<file path="src/rtl/seq_pkg.sv">
package seq_pkg;

    localparam int OPC_W   = 4;
    localparam int PHASE_W = 4;

    typedef enum logic [PHASE_W-1:0] {
        PH_FETCH  = 4'd0,
        PH_DECODE = 4'd1,
        PH_EXEC   = 4'd2,
        PH_ADDR   = 4'd3,
        PH_PTR_RD = 4'd4,
        PH_DAT_RD = 4'd5,
        PH_DAT_WR = 4'd6,
        PH_REG_WR = 4'd7,
        PH_LINK   = 4'd8,
        PH_PC_UPD = 4'd9
    } phase_e;

    typedef enum logic [3:0] {
        CL_NONE,
        CL_ALU,
        CL_BRANCH,
        CL_CALL,
        CL_LOAD,
        CL_STORE,
        CL_LOAD_IND,
        CL_STORE_IND,
        CL_ADDR_ONLY
    } iclass_e;

    typedef struct packed {
        phase_e  phase;
        iclass_e cls;
    } seq_regs_t;

endpackage

</file>
<file path="src/rtl/op_class_dec.sv">
module op_class_dec
    import seq_pkg::*;
(
    input  logic [OPC_W-1:0] opcode,
    output iclass_e          cls
);

    always_comb begin
        unique case (opcode)
            4'b0001, 4'b0101, 4'b1001: cls = CL_ALU;
            4'b0000, 4'b1100:          cls = CL_BRANCH;
            4'b0100:                   cls = CL_CALL;
            4'b0010, 4'b0110:          cls = CL_LOAD;
            4'b0011, 4'b0111:          cls = CL_STORE;
            4'b1010:                   cls = CL_LOAD_IND;
            4'b1011:                   cls = CL_STORE_IND;
            4'b1110:                   cls = CL_ADDR_ONLY;
            default:                   cls = CL_NONE;
        endcase
    end

endmodule

</file>
<file path="src/rtl/seq_next_phase.sv">
module seq_next_phase
    import seq_pkg::*;
(
    input  phase_e  cur,
    input  iclass_e cls,
    output phase_e  nxt
);

    always_comb begin
        nxt = PH_FETCH;
        unique case (cur)
            PH_FETCH:  nxt = PH_DECODE;
            PH_DECODE: begin
                unique case (cls)
                    CL_ALU, CL_BRANCH, CL_CALL:               nxt = PH_EXEC;
                    CL_LOAD, CL_STORE, CL_LOAD_IND,
                    CL_STORE_IND, CL_ADDR_ONLY:               nxt = PH_ADDR;
                    default:                                  nxt = PH_PC_UPD;
                endcase
            end
            PH_EXEC: begin
                unique case (cls)
                    CL_ALU:  nxt = PH_REG_WR;
                    CL_CALL: nxt = PH_LINK;
                    default: nxt = PH_PC_UPD;
                endcase
            end
            PH_ADDR: begin
                unique case (cls)
                    CL_LOAD:                   nxt = PH_DAT_RD;
                    CL_STORE:                  nxt = PH_DAT_WR;
                    CL_LOAD_IND, CL_STORE_IND: nxt = PH_PTR_RD;
                    CL_ADDR_ONLY:              nxt = PH_REG_WR;
                    default:                   nxt = PH_PC_UPD;
                endcase
            end
            PH_PTR_RD: nxt = (cls == CL_STORE_IND) ? PH_DAT_WR : PH_DAT_RD;
            PH_DAT_RD: nxt = PH_REG_WR;
            PH_DAT_WR: nxt = PH_PC_UPD;
            PH_REG_WR: nxt = PH_PC_UPD;
            PH_LINK:   nxt = PH_PC_UPD;
            PH_PC_UPD: nxt = PH_FETCH;
            default:   nxt = PH_FETCH;
        endcase
    end

endmodule

</file>
<file path="src/rtl/seq_ctrl.sv">
module seq_ctrl
    import seq_pkg::*;
(
    input  logic               clk,
    input  logic               rst,
    input  logic [OPC_W-1:0]   opcode,
    output logic [PHASE_W-1:0] phase
);

    seq_regs_t regs_d, regs_q;
    iclass_e   cls_now;
    iclass_e   cls_route;
    phase_e    phase_nxt;

    op_class_dec u_dec (
        .opcode (opcode),
        .cls    (cls_now)
    );

    // In decode the fresh class routes; afterwards the held class does.
    assign cls_route = (regs_q.phase == PH_DECODE) ? cls_now : regs_q.cls;

    seq_next_phase u_nxt (
        .cur (regs_q.phase),
        .cls (cls_route),
        .nxt (phase_nxt)
    );

    always_comb begin
        regs_d       = regs_q;
        regs_d.phase = phase_nxt;
        if (regs_q.phase == PH_DECODE) begin
            regs_d.cls = cls_now;
        end
        if (rst) begin
            regs_d.phase = PH_FETCH;
            regs_d.cls   = CL_NONE;
        end
    end

    always_ff @(posedge clk) begin
        regs_q <= regs_d;
    end

    assign phase = regs_q.phase;

    AST_RESET_TO_FETCH: assert property (@(posedge clk) disable iff (rst)
        $past(rst) |-> regs_q.phase == PH_FETCH);
    AST_FETCH_THEN_DECODE: assert property (@(posedge clk) disable iff (rst)
        regs_q.phase == PH_FETCH |=> regs_q.phase == PH_DECODE);
    AST_PCUPD_THEN_FETCH: assert property (@(posedge clk) disable iff (rst)
        regs_q.phase == PH_PC_UPD |=> regs_q.phase == PH_FETCH);
    AST_PTR_ONLY_INDIRECT: assert property (@(posedge clk) disable iff (rst)
        regs_q.phase == PH_PTR_RD |->
            (regs_q.cls == CL_LOAD_IND || regs_q.cls == CL_STORE_IND));
    AST_WRITE_SKIPS_REG: assert property (@(posedge clk) disable iff (rst)
        regs_q.phase == PH_DAT_WR |=> regs_q.phase == PH_PC_UPD);
    AST_LINK_ONLY_CALL: assert property (@(posedge clk) disable iff (rst)
        regs_q.phase == PH_LINK |-> regs_q.cls == CL_CALL);
    AST_CLASS_HELD: assert property (@(posedge clk) disable iff (rst)
        (regs_q.phase != PH_DECODE && regs_q.phase != PH_PC_UPD) |=>
            $stable(regs_q.cls));
    AST_PHASE_LEGAL: assert property (@(posedge clk) disable iff (rst)
        regs_q.phase <= PH_PC_UPD);

endmodule

</file>
<file path="config.mk">
export PLATFORM = sky130hd
export DESIGN_NAME = seq_ctrl
export DESIGN_NICKNAME = d
export VERILOG_FILES = /design/src/rtl/seq_pkg.sv /design/src/rtl/op_class_dec.sv /design/src/rtl/seq_next_phase.sv /design/src/rtl/seq_ctrl.sv
export SDC_FILE = /design/constraint.sdc
export NUM_CORES = 1
export LEC_CHECK = 0
export BUFFER_PORTS_ARGS = -buffer_cell sky130_fd_sc_hd__buf_2
export CAP_MARGIN = 10
export CELL_PAD_IN_SITES_DETAIL_PLACEMENT = 0
export CELL_PAD_IN_SITES_GLOBAL_PLACEMENT = 1
export CORE_MARGIN = 4
export CORE_UTILIZATION = 35
export CTS_CLUSTER_DIAMETER = 80
export DETAILED_ROUTE_END_ITERATION = 7
export GPL_ROUTABILITY_DRIVEN = 0
export HOLD_SLACK_MARGIN = 0.06
export PLACE_DENSITY = 0.71
export SLEW_MARGIN = 20
export SYNTH_ARGS = -nofsm -noshare
export SYNTH_HDL_FRONTEND = slang
export SYNTH_HIERARCHICAL = 1
export SYNTH_SLANG_ARGS = --single-unit
</file>
<file path="constraint.sdc">
create_clock -name clk -period 4.65 [get_ports clk]
set_input_delay 1.1625 -clock clk [delete_from_list [all_inputs] [get_ports clk]]
set_output_delay 1.1625 -clock clk [all_outputs]
set_load 0.03 [all_outputs]
</file>
==> results of run 1 <==
layout by cell type, fill, tap and decap left out, types with 2 or more instances in the layout:
cell type	netlist	layout
mux2_4	5	5
a21o_1	2	2
buf_2	2	9
nor4_1	2	2
nor2b_1	5	5
a21oi_1	4	4
nor2_1	6	6
inv_1	3	3
clkbuf_4	0	3
nor3_1	3	3
dfxtp_1	8	8
o31ai_1	2	2
xor2_1	2	2
mux2i_1	4	4
nand3_1	2	2
nand2b_1	10	10
metal layers:
layer	routed length, um	GRT usage
met4	8	0.03830
met5	0	0
met3	58	0.04155
met2	615	0.1794
met1	643	0.1383
logic make-up (layout without fill, tap and decap cells):
group | Yosys count | in the layout
compound gates | 15 | 15
mux | 9 | 9
flops | 8 | 8
xor+xnor | 2 | 2
buf+inv | 12 | 15
simple gates | 38 | 38
path summary, 6_finish.rpt:
path / from / slack [ps] / endpoint
worst min register to register: regs_q[0]$_SDFF_PP0_ / 470 / regs_q[0]$_SDFF_PP0_
worst min-delay path: regs_q[0]$_SDFF_PP0_ / 470 / regs_q[0]$_SDFF_PP0_
worst max register to register: phase[1]$_SDFF_PP0_ / 2040 / phase[1]$_SDFF_PP0_
worst max-delay path: opcode[2] / 1850 / phase[1]$_SDFF_PP0_
power breakdown:
| group | switching (mW) | internal (mW) | total (mW) |
|---|---|---|---|
| registers | 0.0424 | 0.0896 | 0.132 |
| logic | 0.155 | 0.137 | 0.292 |
| clock network | 0.0235 | 0.0295 | 0.0531 |
registers in the layout (all words and copies together), names as in the netlist:
signal,cells
phase,4
regs_q,4
critical path, cell delays in order:
cell,delay [ps]
buf_2,120
nand2b_4,140
mux2_4,300
mux2_4,300
or4b_4,530
o31ai_1,80
o211ai_1,130
o21ai_1,100
nor2b_1,130
through the flow:
step,utilization,instance area [um^2],cells,power [mW]
floorplan,-,735.7,84,0.4106
CTS,0.3889,770.7,114,0.4796
global placement,0.3775,748.2,111,0.4268
finish,0.3889,770.7,114,0.4770
detailed placement,0.3775,748.2,111,0.4257
global route,0.3889,770.7,114,0.5232
final cells by class:
cell class,instances,area share
Tap cell,27,0.04383
Sequential cell,8,0.2078
Multi-Input combinational cell,64,0.6461
Clock buffer,3,0.02922
Timing Repair Buffer,9,0.05844
Inverter,3,0.01461
==> impl_metrics.tcl, run 1 <==
set metrics [dict create \
    yosys.area_share.simple 0.3588 \
    die_w_um 53.85 \
    fill_cells 204 \
    syn_nets 90 \
    synth_edf_count 0 \
    rows 16 \
    ys_ff_latch 8 \
    dieArea_um2 2899 \
    drt-vias-per-instance 5.175 \
    ir_worst_vdd_mv 0.3354 \
    yosys.area_share.adder 0 \
    post_cts_resized 0 \
    avgSynthCellArea_um2 8.758 \
    synth_commonest_cells "10 x nand2b_1, 8 x dfxtp_1, 6 x nor2_1" \
    cp-end-kind "flip-flop" \
    cts_max_path_buffers 2 \
    slew_headroom 0.5324 \
    start_util 0.3712 \
    ant_nets 0 \
    crit_arrival_ps 3000 \
    ctsHoldBuffers 0 \
    seq_area_um2 160.2 \
    worstPathRequired_ps 4840 \
    ys_top_cells_by_area "dfxtp_1 22%, mux2_4 10%, nand2b_1 8.5%" \
    cts-root-buf "clkbuf_4" \
    finClkSkew_ps 5.556 \
    worstSetupPathType "input port to flip-flop" \
    htree_levels 1 \
    clock_sinks 8 \
    fin_crit_ps 2801 \
    yosysMostFrequentCell "nand2b_1" \
    synth_xor_xnor_area_share 0.02381 \
    grt_pass1_wl_um 2380 \
    yosysUniqueCellTypes 35 \
    yosys.area.top_type_share 0.2177 \
    finalSetupViolCount 0 \
    multiInputGateArea_um2 498.0 \
    hp-class "flip-flop to flip-flop" \
    r2r_cells 7 \
    gr-total-overflow 0 \
    yosys_warnings 6 \
    synth_top_family_by_area "simple AND/OR/NAND/NOR gates" \
    core_area_um2 1982 \
    yosysTopAreaCell "dfxtp_1" \
    rsz0062_at_grt "no" \
    hold_viol_final 0 \
    yosysSeqAreaShare 0.2177 \
    setup_tns_ps 0 \
    wl_per_cell_um 11.63 \
    area_delta_synth_final_pct 4.762 \
    cts.clk_slew.worst_paths_ps 60 \
    fmax_mhz 357.1 \
    cts_setup_buffers 0 \
    setup_ws_ps 1849 \
    drt_iter0_drc 13 \
    synth-compound-area-share 0.1378 \
    final-max-slew-violation-count 0 \
    yosys_most_used_dff "dfxtp_1" \
    fin_nets 95 \
    status "complete, no violations" \
    cts-buffers-inserted 3 \
    tritoncts "done" \
    syn_inst 84 \
    antenna_found_initial 0 \
    drv_cap 0 \
    port_buffers 9 \
    start_kind "input port" \
    dpl_worst_slack_ps 1580 \
    synth_mux_area_frac 0.1565 \
    drive_gt1_frac 0.2529 \
    drc 0 \
    grt_max_degree 13 \
    async_flop_share 0 \
    synth_area_um2 735.7 \
    first_global_vias 538 \
    drt_first_pass_iters 4 \
    hold_ws_ps 470.8 \
    pin_count 10 \
    post-route-period-util 0.6023 \
    leakage_nw 0.3146 \
    crit_fanout 9 \
    dp_hpwl_um 999.4 \
    chipHeight_um 53.85 \
    clk_latency_ps 250 \
    wl_um 1326 \
    worstMarginPinSlew_ps 698.4 \
    vias 590 \
    holdPathStages 2 \
    grt_use_total 0.1126 \
    diodes 0 \
    cellPowerDensity_nw_per_um2 618.8 \
]
Note: power is estimated with default switching activity, not from simulation.
==> run 2, diff against run 1 <==
- PLACE_DENSITY: 0.71 -> 0.74
- clock period: 4.65 -> 2.35 ns (I/O delays scaled with it)
==> impl_metrics.tcl, run 2 (synthesis gave the netlist of run 1 again) <==
set metrics [dict create \
    cp-end-kind "flip-flop" \
    first_global_vias 588 \
    stdcell_count 126 \
    grt_use_total 0.1161 \
    cts_max_path_buffers 2 \
    drt_first_pass_iters 4 \
    internal-power_mw 0.6207 \
    clk_latency_ps 250 \
    wl_per_cell_um 11.25 \
    antenna_found_initial 0 \
    status "complete, no violations" \
    finalSetupViolCount 0 \
    hold_viol_final 0 \
    crit_fanout 3 \
    post-route-period-util 0.9446 \
    grt_pass1_wl_um 2456 \
    crit_arrival_ps 2360 \
    die_w_um 53.85 \
    worstMarginPinSlew_ps 267.3 \
    cts-root-buf "clkbuf_4" \
    vias 641 \
    met1Wirelength_um 671 \
    drt_iter0_drc 8 \
    start_util 0.3712 \
    drive_gt1_frac 0.3535 \
    power_frac_seq 0.189 \
    fmax_mhz 450.5 \
    dpl.cell_count 120 \
    clock_sinks 8 \
    top_regs "phase (4), regs_q (4)" \
    leakage_nw 0.3775 \
    grt_max_degree 13 \
    drv_cap 0 \
    ctsHoldBuffers 0 \
    pwr-share-clk 0.095 \
    finClkSkew_ps 0.2872 \
    top_layer "met4" \
    dieArea_um2 2899 \
    dp_hpwl_um 1097 \
    fin_nets 107 \
    power_frac_comb 0.717 \
    cellPowerDensity_nw_per_um2 1261 \
    ir_worst_vdd_mv 0.6292 \
    cts.clk_slew.worst_paths_ps 50 \
    tritoncts "done" \
    hp-class "flip-flop to flip-flop" \
    core_area_um2 1982 \
    rows 16 \
    switching_share 0.4358 \
    ant_nets 0 \
    diodes 0 \
    final-max-slew-violation-count 0 \
    area_delta_synth_final_pct 18.54 \
    drc 0 \
    p_sw_mw 0.4795 \
    layout_commonest_cell "buf_4" \
    postLayoutCoreUtil 0.4400 \
    cts-buffers-inserted 3 \
    drt-vias-per-instance 5.087 \
    port_buffers 9 \
    rsz0062_at_grt "no" \
    htree_levels 1 \
    wl_met3_um 38 \
    start_kind "input port" \
    worstSetupPathType "input port to flip-flop" \
    slew_headroom 0.8202 \
    wl_um 1417 \
    most-common-layout-cells "11 x buf_4, 10 x nand2b_1, 9 x buf_2" \
    worstPathRequired_ps 2490 \
    hold_ws_ps 472.7 \
    pin_count 10 \
    chipHeight_um 53.85 \
    gr-total-overflow 0 \
    fin_crit_ps 2220 \
    wl_met2_um 698 \
    setup_tns_ps 0 \
]
## run 2: cell count changes in the layout (fill, tap and decap cells not counted), sizes merged
cell / before / now
buf: 9 / 21
## run 2: final timing paths
check             slack [ps]                 start  cells after the start                   end
hold / removal           470  regs_q[0]$_SDFF_PP0_                      2  regs_q[0]$_SDFF_PP0_
hold reg to reg          470  regs_q[0]$_SDFF_PP0_                      2  regs_q[0]$_SDFF_PP0_
setup reg to reg         140   phase[1]$_SDFF_PP0_                      8   phase[3]$_SDFF_PP0_
setup / recovery         130             opcode[2]                      9   phase[3]$_SDFF_PP0_
## run 2: area by class of cell
| cell class | count | area, um^2 |
|---|---|---|
| Fill cell | 212 | 1110 |
| Multi-Input combinational cell | 64 | 505.5 |
| Sequential cell | 8 | 160.2 |
| Timing Repair Buffer | 21 | 138.9 |
| Tap cell | 27 | 33.78 |
| Clock buffer | 3 | 22.52 |
| Inverter | 3 | 11.26 |
## run 2: power groups by stage
| stage | Combinational, mW | Sequential, mW | Clock [mW] |
|---|---|---|---|
| 3_5_place_dp | 0.720 | 0.211 | 0 |
| 2_1_floorplan | 0.580 | 0.232 | 0 |
| 6_report | 0.788 | 0.207 | 0.104 |
| 5_1_grt | 0.870 | 0.215 | 0.116 |
| 3_3_place_gp | 0.717 | 0.209 | 0 |
| 4_1_cts | 0.724 | 0.208 | 0.108 |
## run 2: what timing repair did
action                                  4_1_cts  5_1_grt
resized for setup                             0        2
endpoints found under the setup margin        0        1
buffers inserted                              0        3
## run 2: per-stage QoR
stage | total power [mW] | setup WS (ps) | instance area [um^2]
floorplan | 0.8125 | -16.05 | 735.7
global placement | 0.9262 | -115.0 | 815.8
detailed placement | 0.9310 | -114.0 | 815.8
CTS | 1.040 | 120.1 | 838.3
global route | 1.201 | 7.869 | 872.1
finish | 1.100 | 130.1 | 872.1
## run 2: critical path: stages
cell and delay, ps:
buf_2 100, nand2b_4 130, mux2_4 300, mux2_4 270
or4b_4 520, o21ai_2 90, a21o_1 130, nand3_1 90
nor2b_1 140
## run 2: layer usage
metal | global-route usage | up-vias
met1 | 0.1400 | 303
met3 | 0.01662 | 2
met5 | 0 | -
met4 | 0.06383 | 0
li1 | - | 328
met2 | 0.1956 | 8
